$ cat src/rtl/ase_pkg.sv
package ase_pkg;
  typedef enum logic {
    SEQ_IDLE = 1'b0,
    SEQ_RUN  = 1'b1
  } seq_state_e;
endpackage

$ cat src/rtl/ase_rst_sync.sv
module ase_rst_sync #(
  parameter int SYNC_STAGES = 2
) (
  input  logic clk,
  input  logic rst_n,
  output logic rst_sync_n
);
  logic [SYNC_STAGES-1:0] sync_q;

  always_ff @(posedge clk or negedge rst_n) begin
    if (!rst_n) sync_q <= '0;
    else        sync_q <= {sync_q[SYNC_STAGES-2:0], 1'b1};
  end

  assign rst_sync_n = sync_q[SYNC_STAGES-1];
endmodule

$ cat src/rtl/ase_index_gen.sv
module ase_index_gen
  import ase_pkg::*;
#(
  parameter int N_ELEM = 100,
  parameter int ADDR_W = 7
) (
  input  logic              clk,
  input  logic              rst_n,
  input  logic              start,
  input  logic              pipe_busy,
  output logic              issue,
  output logic [ADDR_W-1:0] idx
);
  localparam logic [ADDR_W-1:0] LAST_IDX = ADDR_W'(N_ELEM - 1);

  seq_state_e        state_q, state_d;
  logic [ADDR_W-1:0] idx_q, idx_d;
  logic              idx_en;

  // next-state
  always_comb begin
    state_d = state_q;
    idx_d   = idx_q;
    idx_en  = 1'b0;
    case (state_q)
      SEQ_IDLE: begin
        if (start && !pipe_busy) begin
          state_d = SEQ_RUN;
          idx_d   = '0;
          idx_en  = 1'b1;
        end
      end
      SEQ_RUN: begin
        idx_en = 1'b1;
        if (idx_q == LAST_IDX) begin
          state_d = SEQ_IDLE;
          idx_d   = '0;
        end else begin
          idx_d = idx_q + 1'b1;
        end
      end
      default: state_d = SEQ_IDLE;
    endcase
  end

  // registers
  always_ff @(posedge clk or negedge rst_n) begin
    if (!rst_n) begin
      state_q <= SEQ_IDLE;
      idx_q   <= '0;
    end else begin
      state_q <= state_d;
      if (idx_en) idx_q <= idx_d;
    end
  end

  assign issue = (state_q == SEQ_RUN);
  assign idx   = idx_q;
endmodule

$ cat src/rtl/ase_arith_pipe.sv
module ase_arith_pipe #(
  parameter int DATA_W = 16,
  parameter int ADDR_W = 7,
  parameter int STAGES = 2
) (
  input  logic              clk,
  input  logic              rst_n,
  input  logic              in_valid,
  input  logic [ADDR_W-1:0] in_addr,
  input  logic [DATA_W-1:0] in_a,
  input  logic [DATA_W-1:0] in_b,
  output logic              out_valid,
  output logic [ADDR_W-1:0] out_addr,
  output logic [DATA_W-1:0] out_data,
  output logic              any_valid
);
  localparam int SUM_W = DATA_W + 1;
  localparam int QUO_W = DATA_W - 1;
  localparam int LO_W  = DATA_W / 2;
  localparam int HI_W  = DATA_W - LO_W;

  logic [STAGES-1:0] vld_q;
  logic [STAGES-1:0] st_en;
  logic [ADDR_W-1:0] tag_q [STAGES];

  assign st_en = {vld_q[STAGES-2:0], in_valid};

  always_ff @(posedge clk or negedge rst_n) begin
    if (!rst_n) vld_q <= '0;
    else        vld_q <= st_en;
  end

  // index tag travels beside the data of every stage
  for (genvar s = 0; s < STAGES; s++) begin : g_tag
    if (s == 0) begin : g_first
      always_ff @(posedge clk) begin
        if (st_en[0]) tag_q[0] <= in_addr;
      end
    end else begin : g_next
      always_ff @(posedge clk) begin
        if (st_en[s]) tag_q[s] <= tag_q[s-1];
      end
    end
  end

  if (STAGES == 4) begin : g_four
    logic [LO_W:0]      lo_q;
    logic [HI_W-1:0]    ahi_q, bhi_q;
    logic [SUM_W-1:0]   sum_q;
    logic [QUO_W-1:0]   quo_q, out_q;
    logic               sum_lo_unused;

    always_ff @(posedge clk) begin
      if (st_en[0]) begin
        lo_q  <= {1'b0, in_a[LO_W-1:0]} + {1'b0, in_b[LO_W-1:0]};
        ahi_q <= in_a[DATA_W-1:LO_W];
        bhi_q <= in_b[DATA_W-1:LO_W];
      end
      if (st_en[1]) sum_q <= {({1'b0, ahi_q} + {1'b0, bhi_q} + {{HI_W{1'b0}}, lo_q[LO_W]}),
                              lo_q[LO_W-1:0]};
      if (st_en[2]) quo_q <= sum_q[SUM_W-1:2];
      if (st_en[3]) out_q <= quo_q;
    end

    assign sum_lo_unused = ^sum_q[1:0];
    assign out_data      = {1'b0, out_q};
  end else begin : g_two
    logic [SUM_W-1:0] sum_q;
    logic [QUO_W-1:0] quo_q;
    logic             sum_lo_unused;

    always_ff @(posedge clk) begin
      if (st_en[0]) sum_q <= {1'b0, in_a} + {1'b0, in_b};
      if (st_en[1]) quo_q <= sum_q[SUM_W-1:2];
    end

    assign sum_lo_unused = ^sum_q[1:0];
    assign out_data      = {1'b0, quo_q};
  end

  assign out_valid = vld_q[STAGES-1];
  assign out_addr  = tag_q[STAGES-1];
  assign any_valid = |vld_q;
endmodule

$ cat src/rtl/add_scale_engine.sv
module add_scale_engine #(
  parameter int DATA_W = 16,
  parameter int N_ELEM = 100,
  parameter int STAGES = 2,
  parameter int ADDR_W = (N_ELEM > 1) ? $clog2(N_ELEM) : 1
) (
  input  logic              clk,
  input  logic              rst_n,
  input  logic              start,
  output logic              done,
  output logic              src_rd_en,
  output logic [ADDR_W-1:0] src_addr,
  input  logic [DATA_W-1:0] a_rdata,
  input  logic [DATA_W-1:0] b_rdata,
  output logic              c_wr_en,
  output logic [ADDR_W-1:0] c_addr,
  output logic [DATA_W-1:0] c_wdata
);
  localparam logic [ADDR_W-1:0] LAST_IDX = ADDR_W'(N_ELEM - 1);

  logic              rst_core_n;
  logic              issue;
  logic [ADDR_W-1:0] idx;
  logic              rd_v_q;
  logic [ADDR_W-1:0] rd_tag_q;
  logic              pipe_any;
  logic              pipe_busy;
  logic              done_d, done_q;

  ase_rst_sync #(.SYNC_STAGES(2)) u_rst (
    .clk        (clk),
    .rst_n      (rst_n),
    .rst_sync_n (rst_core_n)
  );

  ase_index_gen #(.N_ELEM(N_ELEM), .ADDR_W(ADDR_W)) u_idx (
    .clk       (clk),
    .rst_n     (rst_core_n),
    .start     (start),
    .pipe_busy (pipe_busy),
    .issue     (issue),
    .idx       (idx)
  );

  // read-latency stage: tag matches the word the memories return
  always_ff @(posedge clk or negedge rst_core_n) begin
    if (!rst_core_n) rd_v_q <= 1'b0;
    else             rd_v_q <= issue;
  end

  always_ff @(posedge clk) begin
    if (issue) rd_tag_q <= idx;
  end

  ase_arith_pipe #(.DATA_W(DATA_W), .ADDR_W(ADDR_W), .STAGES(STAGES)) u_pipe (
    .clk       (clk),
    .rst_n     (rst_core_n),
    .in_valid  (rd_v_q),
    .in_addr   (rd_tag_q),
    .in_a      (a_rdata),
    .in_b      (b_rdata),
    .out_valid (c_wr_en),
    .out_addr  (c_addr),
    .out_data  (c_wdata),
    .any_valid (pipe_any)
  );

  assign pipe_busy = rd_v_q | pipe_any;
  assign done_d    = c_wr_en && (c_addr == LAST_IDX);

  always_ff @(posedge clk or negedge rst_core_n) begin
    if (!rst_core_n) done_q <= 1'b0;
    else             done_q <= done_d;
  end

  assign done      = done_q;
  assign src_rd_en = issue;
  assign src_addr  = idx;
endmodule

$ cat config.mk
export PLATFORM = sky130hd
export DESIGN_NAME = add_scale_engine
export DESIGN_NICKNAME = d
export VERILOG_FILES = /design/src/rtl/ase_pkg.sv /design/src/rtl/ase_rst_sync.sv /design/src/rtl/ase_index_gen.sv /design/src/rtl/ase_arith_pipe.sv /design/src/rtl/add_scale_engine.sv
export SDC_FILE = /design/constraint.sdc
export NUM_CORES = 1
export LEC_CHECK = 0
export ABC_AREA = 1
export ABC_CLOCK_PERIOD_IN_PS = 800
export CELL_PAD_IN_SITES_DETAIL_PLACEMENT = 1
export CELL_PAD_IN_SITES_GLOBAL_PLACEMENT = 1
export CORE_MARGIN = 4
export CORE_UTILIZATION = 45
export DETAILED_ROUTE_END_ITERATION = 12
export DONT_BUFFER_PORTS = 1
export PLACE_DENSITY = 0.74
export SYNTH_ARGS = -nofsm -noshare
export SYNTH_HDL_FRONTEND = slang
export SYNTH_SLANG_ARGS = --single-unit
$ cat constraint.sdc
create_clock -name clk -period 0.8 [get_ports clk]
set_input_delay 0.04 -clock clk [delete_from_list [all_inputs] [get_ports clk]]
set_output_delay 0.04 -clock clk [all_outputs]
set_load 0.005 [all_outputs]
==> results of run 1 <==
==> cells by family after synthesis <==
family | Yosys count | synth area share (%)
buffers and inverters | 66 | 8.645
flip-flops | 65 | 58.57
AND/OR/NAND/NOR | 150 | 20.87
XOR/XNOR | 8 | 2.181
AO/OA/AOI/OAI | 19 | 3.271
adder cells (fa/ha/maj) | 16 | 6.230
other | 2 | 0.2337
==> per-stage QoR <==
| step | setup slack (ns) | util [%] |
|---|---|---|
| 4_1_cts | -0.3812 | 66.99 |
| 2_1_floorplan | -0.4396 | - |
| 3_5_place_dp | -0.4760 | 56.17 |
| 3_3_place_gp | -0.4292 | 56.17 |
==> timing repair <==
item / CTS
resized for setup: 62
setup endpoints to repair: 92
buffers inserted: 17
hold buffers: 2
gates cloned: 7
pin swaps: 18
endpoints found under the hold margin: 2
==> implementation parameters, run 1 <==
Parameter                              Value

Floorplanning
  Effective utilization at floorplan    between 40% and 50%
  Row count    30
  Die H    about 93 um
  Horizontal extent of the die    92.50 um
  Top-Level Pins    68

Synth
  Top post-synthesis cells by count    sky130_fd_sc_hd__nand2_1, sky130_fd_sc_hd__inv_1, sky130_fd_sc_hd__edfxtp_1, sky130_fd_sc_hd__ha_1, sky130_fd_sc_hd__nand3_1
  Library cell with the largest summed area after synthesis    sky130_fd_sc_hd__edfxtp_1
  Synth warn    0
  Number of instances in the synthesized netlist    326
  Mean Syn Cell Area    9.856 um^2
  Area of the mapped netlist    ~3200 um^2
  Top_reg_cell synth    sky130_fd_sc_hd__edfxtp_1
  Top cells by area, synth    sky130_fd_sc_hd__edfxtp_1, sky130_fd_sc_hd__nand2_1, sky130_fd_sc_hd__dfrtp_1
  Count leader, synth    sky130_fd_sc_hd__nand2_1
  Post-synth top area share    47.66%
  Unique cell type count in the Yosys netlist    29
  Share of synthesized area occupied by flip-flops and latches    58.57%
  Number of synthesized register bits    65
  Post-synthesis net count    roughly 380
  Post-synth ARST share    between 20% and 30%
  Number of enable-type register cells in the synthesized netlist    just over 50

STA
  End pin of the worst setup path after global-route repair    u_idx.idx[6]$_DFFE_PN0P_/D
  Pin type at the end of the worst path    sequential cell input

Outcome
  Last stage the flow got to    5_1_grt
  Run status    did not finish
  Error message    [ERROR DPL-0033] detailed placement checks failed during check placement.

Placement
  Port buffer count    0
  Count of placed standard cells including taps    460
  Placement-stage cell area    3859 um^2
  HPWL Detailed    6070 um
  Global placer's final weighted congestion    0.7955

CTS
  Clock root buffer    sky130_fd_sc_hd__clkbuf_8
  Number of clock buffers inserted by TritonCTS    9
  Num Clock Sinks    65
  Maximum clock insertion buffer count    2
  Max H-tree Level    3

Global routing
  Pin count of the biggest net entering global routing    14
  Initial antenna violation count    2
==> run 2: changes to the inputs <==
--- a/config.mk
+++ b/config.mk
@@ -7,13 +7,11 @@
 export LEC_CHECK = 0
 export ABC_AREA = 1
 export ABC_CLOCK_PERIOD_IN_PS = 800
-export CELL_PAD_IN_SITES_DETAIL_PLACEMENT = 1
-export CELL_PAD_IN_SITES_GLOBAL_PLACEMENT = 1
 export CORE_MARGIN = 4
-export CORE_UTILIZATION = 45
+export CORE_UTILIZATION = 30
 export DETAILED_ROUTE_END_ITERATION = 12
 export DONT_BUFFER_PORTS = 1
-export PLACE_DENSITY = 0.74
+export PLACE_DENSITY_LB_ADDON = 0.15
 export SYNTH_ARGS = -nofsm -noshare
 export SYNTH_HDL_FRONTEND = slang
 export SYNTH_SLANG_ARGS = --single-unit
==> run 2 against run 1 <==
Net effect: the flow now finishes, with violations (setup timing); area after synthesis did not move; synthesized cell count did not move.
==> implementation parameters, run 2 <==
Parameter                              Value

Outcome
  Run status    finished, violations left
  Violations in the final reports    setup timing

Route
  Detailed router's first-iteration violation count    48
  Residual DRC    0
  Antenna Violating Nets Remaining    0
  Routed wire length    7568 um
  Vias/cell    4.265
  Number of optimization iterations in the first detailed-route pass    4
  Total via count after detailed routing    2333
  Routed length per instance    13.84 um

Placement
  HPWL Detailed    4993 um (-18%)
  Count of placed standard cells including taps    500 (+8.7%)
  Global placer's final weighted congestion    0.7941 (-0.18%)
  Port buffer count    0 (unchanged)
  Placement-stage cell area    3909 um^2 (+1.3%)

Pwr
  Power density normalized to cell area    approximately 1700 nW/um^2
  Reported leakage power    2.237 nW
  Combinational power share    16.9%
  Part of the power in the clock network    34.2%
  Sequential group share of total power    ~49%
  Cell internal pwr    6.112 mW
  Switching fraction of total power    27.25%
  Power dissipated by switching net loads    ~2.3 mW
  Max VDD drop    0.6048 mV

Floorplanning
  Die H    111.5 um (+21%)
  Horizontal extent of the die    111.5 um (+21%)
  Die Area    12430 um^2
  Row count    37 (+23%)
  Effective utilization at floorplan    30.98% (-16 points)
  Top-Level Pins    68 (unchanged)
  Core area    approximately 10000 um^2

CTS
  Maximum clock insertion buffer count    2 (unchanged)
  Clock network latency to the later pin of the worst-skew pair    0.35 ns
  Num Clock Sinks    65 (unchanged)
  Clock root buffer    sky130_fd_sc_hd__clkbuf_8
  Max H-tree Level    3 (unchanged)
  Number of clock buffers inserted by TritonCTS    9 (unchanged)
  Clock-pin slew on the worst setup and hold paths    0.08 ns
  Clock tree from TritonCTS    yes

Synth
  Number of synthesized register bits    65 (unchanged)
  Fraction of the mapped netlist area in compound gates    3.271% (unchanged)
  Synth warn    0 (unchanged)
  Library cell with the largest summed area after synthesis    sky130_fd_sc_hd__edfxtp_1
  Combinational family with the most area after synthesis    simple AND/OR/NAND/NOR gates
  Count leader, synth    sky130_fd_sc_hd__nand2_1
  Top_reg_cell synth    sky130_fd_sc_hd__edfxtp_1
  Number of instances in the synthesized netlist    326 (unchanged)
  Mean Syn Cell Area    9.856 um^2 (unchanged)
  Top post-synthesis cells by count    sky130_fd_sc_hd__nand2_1, sky130_fd_sc_hd__inv_1, sky130_fd_sc_hd__edfxtp_1, sky130_fd_sc_hd__ha_1, sky130_fd_sc_hd__nand3_1
  Simple logic cell fraction of the synthesized area    20.87% (unchanged)
  Post-synth top area share    47.66% (unchanged)
  Xor-xnor portion of the synthesized cell area    2.181% (unchanged)
  Post-synth ARST share    21.54% (unchanged)
  Top cells by area, synth    sky130_fd_sc_hd__edfxtp_1, sky130_fd_sc_hd__nand2_1, sky130_fd_sc_hd__dfrtp_1
  Post-synthesis net count    377 (unchanged)
  Share of synthesized area occupied by flip-flops and latches    58.57% (unchanged)
  Area of the mapped netlist    3213 um^2 (unchanged)
  Post-synthesis mux area share    0% (unchanged)
  Unique cell type count in the Yosys netlist    29 (unchanged)
  Number of enable-type register cells in the synthesized netlist    51 (unchanged)
  Post-synthesis share of cell area spent on full adders, half adders and majority gates    6.231% (unchanged)

STA
  Count of final setup violators    92
  Fraction of the cycle the final worst path needs    143.4%
  Max Clock Skew    0.01305 ns
  Smallest setup slack after layout    -0.3474 ns
  Number of max-slew violations in the final report    0
  Count of endpoints failing hold in the final timing report    0
  Post-route minimum period    1.147 ns
  Max Fclk    871.5 MHz
  Setup repair after global routing missed its margin    yes

Worst setup path
  Data required time of the worst path    around 1.1 ns
  Critical Path, Cell by Cell    nor2_1 -> nand3b_1 -> nand2_2 -> nand2_1 -> nand2_1 -> nand2_1 -> a21oi_2
  Kind of critical path    reg -> reg
  Maximum single-stage delay on the critical path    0.40 ns
  Data arrival, critical path    about 1.4 ns
  Startpoint class of the critical path    flop
  Critical Path Most Common Cell    sky130_fd_sc_hd__nand2_1
  Maximum fanout along the worst path    6
  CP max stage cell    sky130_fd_sc_hd__dfrtp_2
  Critical Path End Type    flop

Finish
  Most common library cell in the layout ignoring fill and taps    sky130_fd_sc_hd__edfxtp_1
  Largest registers    u_pipe.g_two.quo_q (15), u_pipe.g_two.sum_q (15), u_pipe.tag_q (14)
  Area delta synth->final    51.64%
  Share of layout cells above drive strength 1    51.58%
  Ant. Diodes    0
  Net count reported at finish    457
  Area of all placed cells without fillers    4872 um^2
  Final Util    46.98%
  Number of cells in the finished layout apart from fillers    547
  Commonest cells after routing, fill and taps aside    sky130_fd_sc_hd__edfxtp_1, sky130_fd_sc_hd__nand2_1, sky130_fd_sc_hd__inv_1, sky130_fd_sc_hd__nand2_2, sky130_fd_sc_hd__buf_4

Global routing
  GR Util All Layers    between 10 and 15%
  GR Overflow Total    0
  Initial antenna violation count    0
  Pin count of the biggest net entering global routing    14
  Wire length of the first global-routing pass    around 12000 um
  Vias in the first global route    between 2000 and 2500

Flow run
  Max-Cap Viols    0

Worst hold path
  Tightest Hold Check Type    in -> reg
## run 2: cell counts after synthesis
Identical to the previous run, type by type.
## run 2: logic make-up (layout without fill, tap and decap cells)
family | count (synthesis) | count (layout)
adder cells (fa/ha/maj) | 16 | 16
flip-flops | 65 | 65
buffers and inverters | 66 | 151
other | 2 | 2
XOR/XNOR | 8 | 8
AND/OR/NAND/NOR | 150 | 150
AO/OA/AOI/OAI | 19 | 19
## run 2: power by group through the flow
stage	Clock, mW	Combinational, mW	Sequential [mW]
CTS	2.94	1.12	4.13
floorplan	0	0.749	4.15
global placement	0	1.06	4.20
finish	2.87	1.42	4.12
detailed placement	0	1.06	4.20
global route	3.13	1.56	4.15
## run 2: layer usage
| metal | GRT usage [%] | routed length [um] | share of wire [%] | vias up |
|---|---|---|---|---|
| li1 | - | - | - | 1202 |
| met1 | 16.46 | 3633 | 48 | 1074 |
| met2 | 19.38 | 3599 | 48 | 48 |
| met3 | 3.804 | 239 | 3.2 | 9 |
| met4 | 3.893 | 95 | 1.3 | 0 |
| met5 | 0 | 0 | 0 | - |
## run 2: path summary, 6_finish.rpt
path / start / endpoint / slack [ns] / cells past startpoint
min in group asynchronous: u_rst.sync_q[1] / u_idx.idx[2] / 0.17 / 1
min: start / u_idx.issue / 0.05 / 3
max: u_pipe.vld_q[0] / u_idx.idx[6] / -0.35 / 7
max in group asynchronous: rst_n / u_rst.sync_q[0] / 0.24 / 2
max reg2reg: u_pipe.vld_q[0] / u_idx.idx[6] / -0.35 / 7
min reg2reg: u_rst.sync_q[1] / u_idx.idx[2] / 0.17 / 1
## run 2: critical path: cells and delay by family (launching register included)
| family | cells | cell delay (ns) |
|---|---|---|
| AND/OR/NAND/NOR | 6 | 0.60 |
| flip-flops | 1 | 0.40 |
| AO/OA/AOI/OAI | 1 | 0.09 |
## run 2: final cells by class
class	count	area, um^2
fill	968	5498
sequential	65	1888
multi-input combinational	195	1587
timing repair buffer	77	798.3
inverter	58	227.7
tap	136	170.2
clock buffer	9	123.9
clock inverter	7	77.57
## run 2: what timing repair did
item | in CTS | in global routing
setup buffers | 11 | 16
hold buffers | 2 | 0
cloned | 6 | 0
pin swaps | 13 | 59
setup endpoints to repair | 97 | 110
gates resized for setup | 48 | 84
hold endpoints to repair | 2 | 0
## run 2: metrics by stage
stage	hold WS [ns]	total power, mW	setup slack, ns	TNS (ns)
finish	0.04799	8.402	-0.3474	-12.48
floorplan	-0.2556	4.895	-0.4396	-11.14
detailed placement	-0.2555	5.266	-0.4210	-16.92
CTS	0.02976	8.191	-0.3459	-14.48
global route	0.06437	8.843	-0.4524	-16.45
global placement	-0.2555	5.262	-0.3966	-16.17
Note: power is estimated with default switching activity, not from simulation.
==> run 3: changes to the inputs <==
--- a/config.mk
+++ b/config.mk
@@ -11,7 +11,9 @@
 export CORE_UTILIZATION = 30
 export DETAILED_ROUTE_END_ITERATION = 12
 export DONT_BUFFER_PORTS = 1
+export MAX_ROUTING_LAYER = met4
 export PLACE_DENSITY_LB_ADDON = 0.15
+export RECOVER_POWER = 100
 export SYNTH_ARGS = -nofsm -noshare
 export SYNTH_HDL_FRONTEND = slang
 export SYNTH_SLANG_ARGS = --single-unit
==> run 3 against run 2 <==
Net effect: critical path depth fell by 2; design area fell by 0.33%; largest cell class unchanged; the run still ends with setup timing left; clock power barely moved; wire length did not move; combinational power barely moved; utilization fell by 0.16 points; cell count fell by 0.18%; hold slack got worse by 0.0076 ns; sequential cell count did not move; largest power group unchanged.
==> implementation parameters, run 3 (synthesis results as in run 2) <==
Parameter                              Value

Worst setup path
  Data arrival, critical path    1.38 ns (-0.05 ns)
  Kind of critical path    reg -> reg
  Worst R2R Path Depth    5 (-2)
  Startpoint class of the critical path    flop
  Critical Path End Type    flop
  Maximum fanout along the worst path    5 (-1)
  Data required time of the worst path    1.05 ns (-0.04 ns)

Global routing
  Vias in the first global route    2353 (+0.043%)
  Initial antenna violation count    0 (unchanged)
  Pin count of the biggest net entering global routing    14 (unchanged)
  Global Route met1 Usage    16.53% (+0.069 points)
  Most heavily used metal layer in global routing    met2
  Met2 Usage GRT    19.46% (+0.080 points)
  GR Overflow Total    0 (unchanged)
  GR Util All Layers    12.77% (+0.40 points)
  Global-route track usage on met3    3.533% (-0.27 points)
  Wire length of the first global-routing pass    12020 um (about the same)

CTS
  Clock-pin slew on the worst setup and hold paths    0.08 ns (about the same)
  Clock tree from TritonCTS    yes
  Num Clock Sinks    65 (unchanged)
  Number of clock buffers inserted by TritonCTS    9 (unchanged)
  Maximum clock insertion buffer count    2 (unchanged)
  Clock root buffer    sky130_fd_sc_hd__clkbuf_8
  Max H-tree Level    3 (unchanged)
  Clock network latency to the later pin of the worst-skew pair    0.35 ns (about the same)

Flow run
  Max-Cap Viols    0 (unchanged)

Finish
  Final Util    46.83% (-0.16 points)
  Share of layout cells above drive strength 1    51.46% (-0.12 points)
  Ant. Diodes    0 (unchanged)
  Commonest cells after routing, fill and taps aside    sky130_fd_sc_hd__nand2_1, sky130_fd_sc_hd__edfxtp_1, sky130_fd_sc_hd__inv_1, sky130_fd_sc_hd__nand2_2, sky130_fd_sc_hd__buf_4
  Net count reported at finish    456 (-0.22%)
  Storage element area    1888 um^2 (unchanged)
  Area delta synth->final    51.13%
  Area of all placed cells without fillers    4856 um^2 (-0.33%)
  Fill cell instance count of the final layout    969 (+0.10%)
  Largest registers    u_pipe.g_two.quo_q (15), u_pipe.g_two.sum_q (15), u_pipe.tag_q (14)
  Area of the multi-input gates    1577 um^2 (-0.63%)

Pwr
  Part of the power in the clock network    34.2% (about the same)
  Sequential group share of total power    49.1% (about the same)
  Max VDD drop    0.6096 mV (+0.80%)
  Combinational power share    16.7% (-0.2 points)
  Power density normalized to cell area    1725 nW/um^2 (about the same)
  Power dissipated by switching net loads    2.277 mW (-0.53%)
  Cell internal pwr    6.101 mW (-0.19%)
  Switching fraction of total power    27.18% (-0.068 points)
  Reported leakage power    2.235 nW (about the same)

STA
  Post-route minimum period    1.132 ns (-0.01553 ns)
  Count of final setup violators    97 (+5.4%)
  Number of max-slew violations in the final report    0 (unchanged)
  Max Clock Skew    0.01832 ns (+0.005267 ns)
  Max Fclk    883.5 MHz (+1.4%)
  Smallest setup slack after layout    -0.3319 ns (+0.01553 ns)
  Count of endpoints failing hold in the final timing report    0 (unchanged)
  Fraction of the cycle the final worst path needs    141.5% (-1.9 points)
  Setup repair after global routing missed its margin    yes

Outcome
  Violations in the final reports    setup timing
  Run status    finished, violations left

Worst hold path
  Worst hold stages    3 (unchanged)
  Tightest Hold Check Type    in -> reg

Route
  Total via count after detailed routing    2345 (+0.51%)
  Antenna Violating Nets Remaining    0 (unchanged)
  Residual DRC    0 (unchanged)
  Routed length per instance    13.86 um (+0.18%)
  Detailed router's first-iteration violation count    51 (+6.3%)
  Routed wire length    7568 um (unchanged)
  Vias/cell    4.295 (+0.70%)
  Number of optimization iterations in the first detailed-route pass    4 (unchanged)

Floorplanning
  Die Area    12430 um^2 (unchanged)
  Horizontal extent of the die    111.5 um (unchanged)
  Core area    10370 um^2 (unchanged)
  Top-Level Pins    68 (unchanged)
  Row count    37 (unchanged)
  Effective utilization at floorplan    30.98% (unchanged)
  Die H    111.5 um (unchanged)

Placement
  HPWL Detailed    4993 um (unchanged)
  Port buffer count    0 (unchanged)
  Placement-stage cell area    3909 um^2 (unchanged)
  Global placer's final weighted congestion    0.8054 (+1.4%)
==> run 3: cell count changes in the layout (fill, tap and decap cells not counted), sizes merged <==
cell / previous run / this run
clkbuf: 9 / 10
buf: 75 / 73
==> run 3: path summary, 6_finish.rpt <==
check | from | endpoint | slack, ns
max | u_idx.idx[0] | u_idx.idx[6] | -0.33
min | start | u_idx.issue | 0.04
max reg2reg | u_idx.idx[0] | u_idx.idx[6] | -0.33
min reg2reg | u_rst.sync_q[1] | u_idx.idx[2] | 0.22
max in group asynchronous | rst_n | u_rst.sync_q[1] | 0.23
min in group asynchronous | u_rst.sync_q[1] | u_idx.idx[2] | 0.22
==> run 3: through the flow <==
step | total power [mW] | hold WS (ns) | instances | setup slack, ns | setup TNS, ns
4_1_cts | 8.191 | 0.02976 | 535 | -0.3459 | -14.48
5_1_grt | 8.829 | 0.05236 | 546 | -0.4559 | -18.35
3_5_place_dp | 5.266 | -0.2555 | 500 | -0.4210 | -16.92
6_report | 8.378 | 0.04044 | 546 | -0.3319 | -14.03
2_1_floorplan | 4.895 | -0.2556 | 326 | -0.4396 | -11.14
3_3_place_gp | 5.262 | -0.2555 | 500 | -0.3966 | -16.17
==> run 3: power groups by stage <==
stage / Sequential [mW] / Clock [mW] / Combinational (mW)
finish: 4.12 / 2.86 / 1.40
global route: 4.15 / 3.13 / 1.55
CTS: 4.13 / 2.94 / 1.12
detailed placement: 4.20 / 0 / 1.06
global placement: 4.20 / 0 / 1.06
floorplan: 4.15 / 0 / 0.749
==> run 3: worst max-delay path, stage by stage (launching register included) <==
cell                      delay [ns]
sky130_fd_sc_hd__dfrtp_2        0.40
sky130_fd_sc_hd__ha_4           0.17
sky130_fd_sc_hd__nand3_4        0.07
sky130_fd_sc_hd__o21ai_4        0.21
sky130_fd_sc_hd__buf_4          0.15
sky130_fd_sc_hd__a21oi_2        0.04
==> run 3: cell type report <==
type | instances | share of cell area (%)
tap | 136 | 3.504
multi-input combinational | 195 | 32.47
clock buffer | 9 | 2.551
timing repair buffer | 76 | 16.31
inverter | 58 | 4.690
clock inverter | 7 | 1.598
sequential | 65 | 38.88
==> run 3: what timing repair did <==
item,in CTS,in global routing
gates resized for setup,48,87
endpoints found under the hold margin,2,0
setup buffers,11,15
hold buffers,2,0
endpoints found under the setup margin,97,110
pin swaps,13,62
gates cloned,6,0
==> run 3: metal layers <==
layer | part of all wire [%] | wire, um
met1 | 49 | 3671
met2 | 48 | 3600
met3 | 2.7 | 206
met4 | 1.2 | 90
met5 | 0 | 0
==> run 4: changes to the inputs <==
--- a/config.mk
+++ b/config.mk
@@ -6,7 +6,7 @@
 export NUM_CORES = 1
 export LEC_CHECK = 0
 export ABC_AREA = 1
-export ABC_CLOCK_PERIOD_IN_PS = 800
+export ABC_CLOCK_PERIOD_IN_PS = 1200
 export CORE_MARGIN = 4
 export CORE_UTILIZATION = 30
 export DETAILED_ROUTE_END_ITERATION = 12
==> constraint.sdc (replaced) <==
create_clock -name clk -period 1.2 [get_ports clk]
set_input_delay 0.06 -clock clk [delete_from_list [all_inputs] [get_ports clk]]
set_output_delay 0.06 -clock clk [all_outputs]
set_load 0.005 [all_outputs]
==> run 4 against run 3 <==
Net effect: the run now ends clean; design area fell by 20%; via count decreased by 8.4%; largest power group unchanged; clock power fell by 35%; sequential cell count did not move; hold slack improved by 0.061 ns; critical path type unchanged.
==> implementation parameters, run 4 (synthesis results as in run 2) <==
Parameter                              Value

Floorplanning
  Die H    111.5 um (unchanged)
  Die Area    12430 um^2 (unchanged)
  Horizontal extent of the die    111.5 um (unchanged)
  Row count    37 (unchanged)
  Effective utilization at floorplan    30.98% (unchanged)
  Core area    10370 um^2 (unchanged)
  Top-Level Pins    68 (unchanged)

CTS
  Maximum clock insertion buffer count    2 (unchanged)
  Max H-tree Level    3 (unchanged)
  Clock network latency to the later pin of the worst-skew pair    0.34 ns (about the same)
  Number of clock buffers inserted by TritonCTS    9 (unchanged)
  Clock-pin slew on the worst setup and hold paths    0.08 ns (about the same)
  Clock root buffer    sky130_fd_sc_hd__clkbuf_8
  Num Clock Sinks    65 (unchanged)
  Clock tree from TritonCTS    yes

Finish
  Final Util    37.50% (-9.3 points)
  Largest registers    u_pipe.g_two.quo_q (15), u_pipe.g_two.sum_q (15), u_pipe.tag_q (14)
  Commonest cells after routing, fill and taps aside    sky130_fd_sc_hd__nand2_1, sky130_fd_sc_hd__inv_1, sky130_fd_sc_hd__edfxtp_1, sky130_fd_sc_hd__buf_4, sky130_fd_sc_hd__nand3_1
  Net count reported at finish    416 (-8.8%)
  Area of all placed cells without fillers    3889 um^2 (-20%)
  Most common library cell in the layout ignoring fill and taps    sky130_fd_sc_hd__nand2_1
  Ant. Diodes    0 (unchanged)
  Fill cell instance count of the final layout    1063 (+9.7%)
  Share of layout cells above drive strength 1    23.51% (-28 points)
  Area delta synth->final    21.03%

Global routing
  Wire length of the first global-routing pass    10910 um (-9.2%)
  Pin count of the biggest net entering global routing    24 (+10)
  Initial antenna violation count    0 (unchanged)
  GR Util All Layers    11.43% (-1.3 points)
  Vias in the first global route    2190 (-6.9%)
  GR Overflow Total    0 (unchanged)

Worst setup path
  Data arrival, critical path    1.44 ns (+0.06 ns)
  Kind of critical path    reg -> reg
  Critical Path End Type    flop
  FF-to-FF Start    u_pipe.vld_q[0]
  Data required time of the worst path    1.48 ns (+0.43 ns)
  Startpoint class of the critical path    flop
  Maximum fanout along the worst path    6 (+1)
  Worst R2R End    u_idx.idx[6]
  Worst R2R Path Depth    7 (+2)
  Minimum setup slack among reg-to-reg paths    0.04 ns (+0.37 ns)

STA
  Transition at the pin with the smallest max-transition slack    approximately 0.54 ns
  Count of final setup violators    0 (-100%)
  Slew headroom    64.09%
  Setup repair after global routing missed its margin    yes
  Post-route minimum period    1.160 ns (+0.02805 ns)
  Max Fclk    862.1 MHz (-2.4%)
  Count of endpoints failing hold in the final timing report    0 (unchanged)
  Smallest setup slack after layout    0.04009 ns (+0.3719 ns)
  Max Clock Skew    0.01068 ns (-0.007637 ns)
  Fraction of the cycle the final worst path needs    96.66% (-45 points)
  Number of max-slew violations in the final report    0 (unchanged)

Worst hold path
  Hold Path End    u_idx.issue
  Tightest Hold Check Type    in -> reg
  Hold path start    start
  Worst hold stages    3 (unchanged)

Route
  Residual DRC    0 (unchanged)
  Number of optimization iterations in the first detailed-route pass    4 (unchanged)
  Vias/cell    4.243 (-1.2%)
  Antenna Violating Nets Remaining    0 (unchanged)
  Total via count after detailed routing    2147 (-8.4%)
  Detailed router's first-iteration violation count    91 (+78%)
  Routed wire length    6361 um (-16%)
  Routed length per instance    12.57 um (-9.3%)

Placement
  Pre-CTS WS    -0.1696 ns (+0.2514 ns)
  Port buffer count    0 (unchanged)
  HPWL Detailed    4920 um (-1.5%)
  Global placer's final weighted congestion    0.8316 (+3.3%)
  Placement-stage cell area    3621 um^2 (-7.4%)

Pwr
  Power after layout    5.236 mW (-38%)
  Power density normalized to cell area    1346 nW/um^2 (-22%)
  Reported leakage power    1.811 nW (-19%)
  Max VDD drop    0.4249 mV (-30%)

Outcome
  Run status    complete, no violations

Flow run
  Max-Cap Viols    0 (unchanged)
run 4: how the worst max path moves through the flow:
stage / depth (start not counted) / end / start / slack, ns
after global placement: 9 / u_pipe.g_two.sum_q[14] / a_rdata[5] / -0.15
after floorplan: 6 / u_idx.idx[6] / rd_v_q / -0.04
after CTS: 6 / u_idx.idx[5] / u_idx.idx[0] / 0.008
final: 7 / u_idx.idx[6] / u_pipe.vld_q[0] / 0.04
after global routing: 7 / u_idx.idx[6] / u_pipe.vld_q[0] / -0.07
after detailed placement: 9 / u_pipe.g_two.sum_q[14] / a_rdata[5] / -0.17
run 4: area by class of cell:
type	count	area (um^2)	area share (%)
inverters	58	217.7	5.598
clock buffers	9	123.9	3.185
clock inverters	7	75.07	1.931
repair buffers	36	271.5	6.982
flip-flops and latches	65	1886	48.49
multi-input cells	195	1145	29.44
well taps	136	170.2	4.376
run 4: timing repair:
item,in CTS,in global routing
hold endpoints to repair,2,0
setup endpoints to repair,1,3
resized for setup,2,6
pin swaps,3,7
setup buffers,1,3
hold buffers,2,0
run 4: through the flow:
step / setup TNS [ns] / hold WS (ns) / instances
2_1_floorplan: -0.03988 / -0.2356 / 326
3_3_place_gp: -0.8084 / -0.2355 / 484
3_5_place_dp: -1.072 / -0.2355 / 484
4_1_cts: 0 / 0.07369 / 503
5_1_grt: -0.1197 / 0.1104 / 506
6_report: 0 / 0.1018 / 506
run 4: routing by layer:
layer / global-route usage, % / vias up / part of all wire (%)
met5: - / - / 0
met1: 14.68 / 976 / 49
met4: 3.893 / 0 / 0.75
met3: 3.696 / 2 / 3.9
met2: 17.09 / 51 / 46
li1: - / 1118 / -
run 4: power breakdown:
part | internal [mW] | switching [mW]
registers | 2.66 | 0.0872
clock network | 0.977 | 0.897
logic | 0.266 | 0.347
run 4: critical path: stages (launching register included):
cell and delay, ns:
sky130_fd_sc_hd__dfrtp_2 0.41, sky130_fd_sc_hd__nor2_2 0.10, sky130_fd_sc_hd__nand3b_1 0.14, sky130_fd_sc_hd__nand2_2 0.17, sky130_fd_sc_hd__nand2_1 0.07, sky130_fd_sc_hd__nand2_1 0.06
sky130_fd_sc_hd__nand2_1 0.06, sky130_fd_sc_hd__a21oi_2 0.09
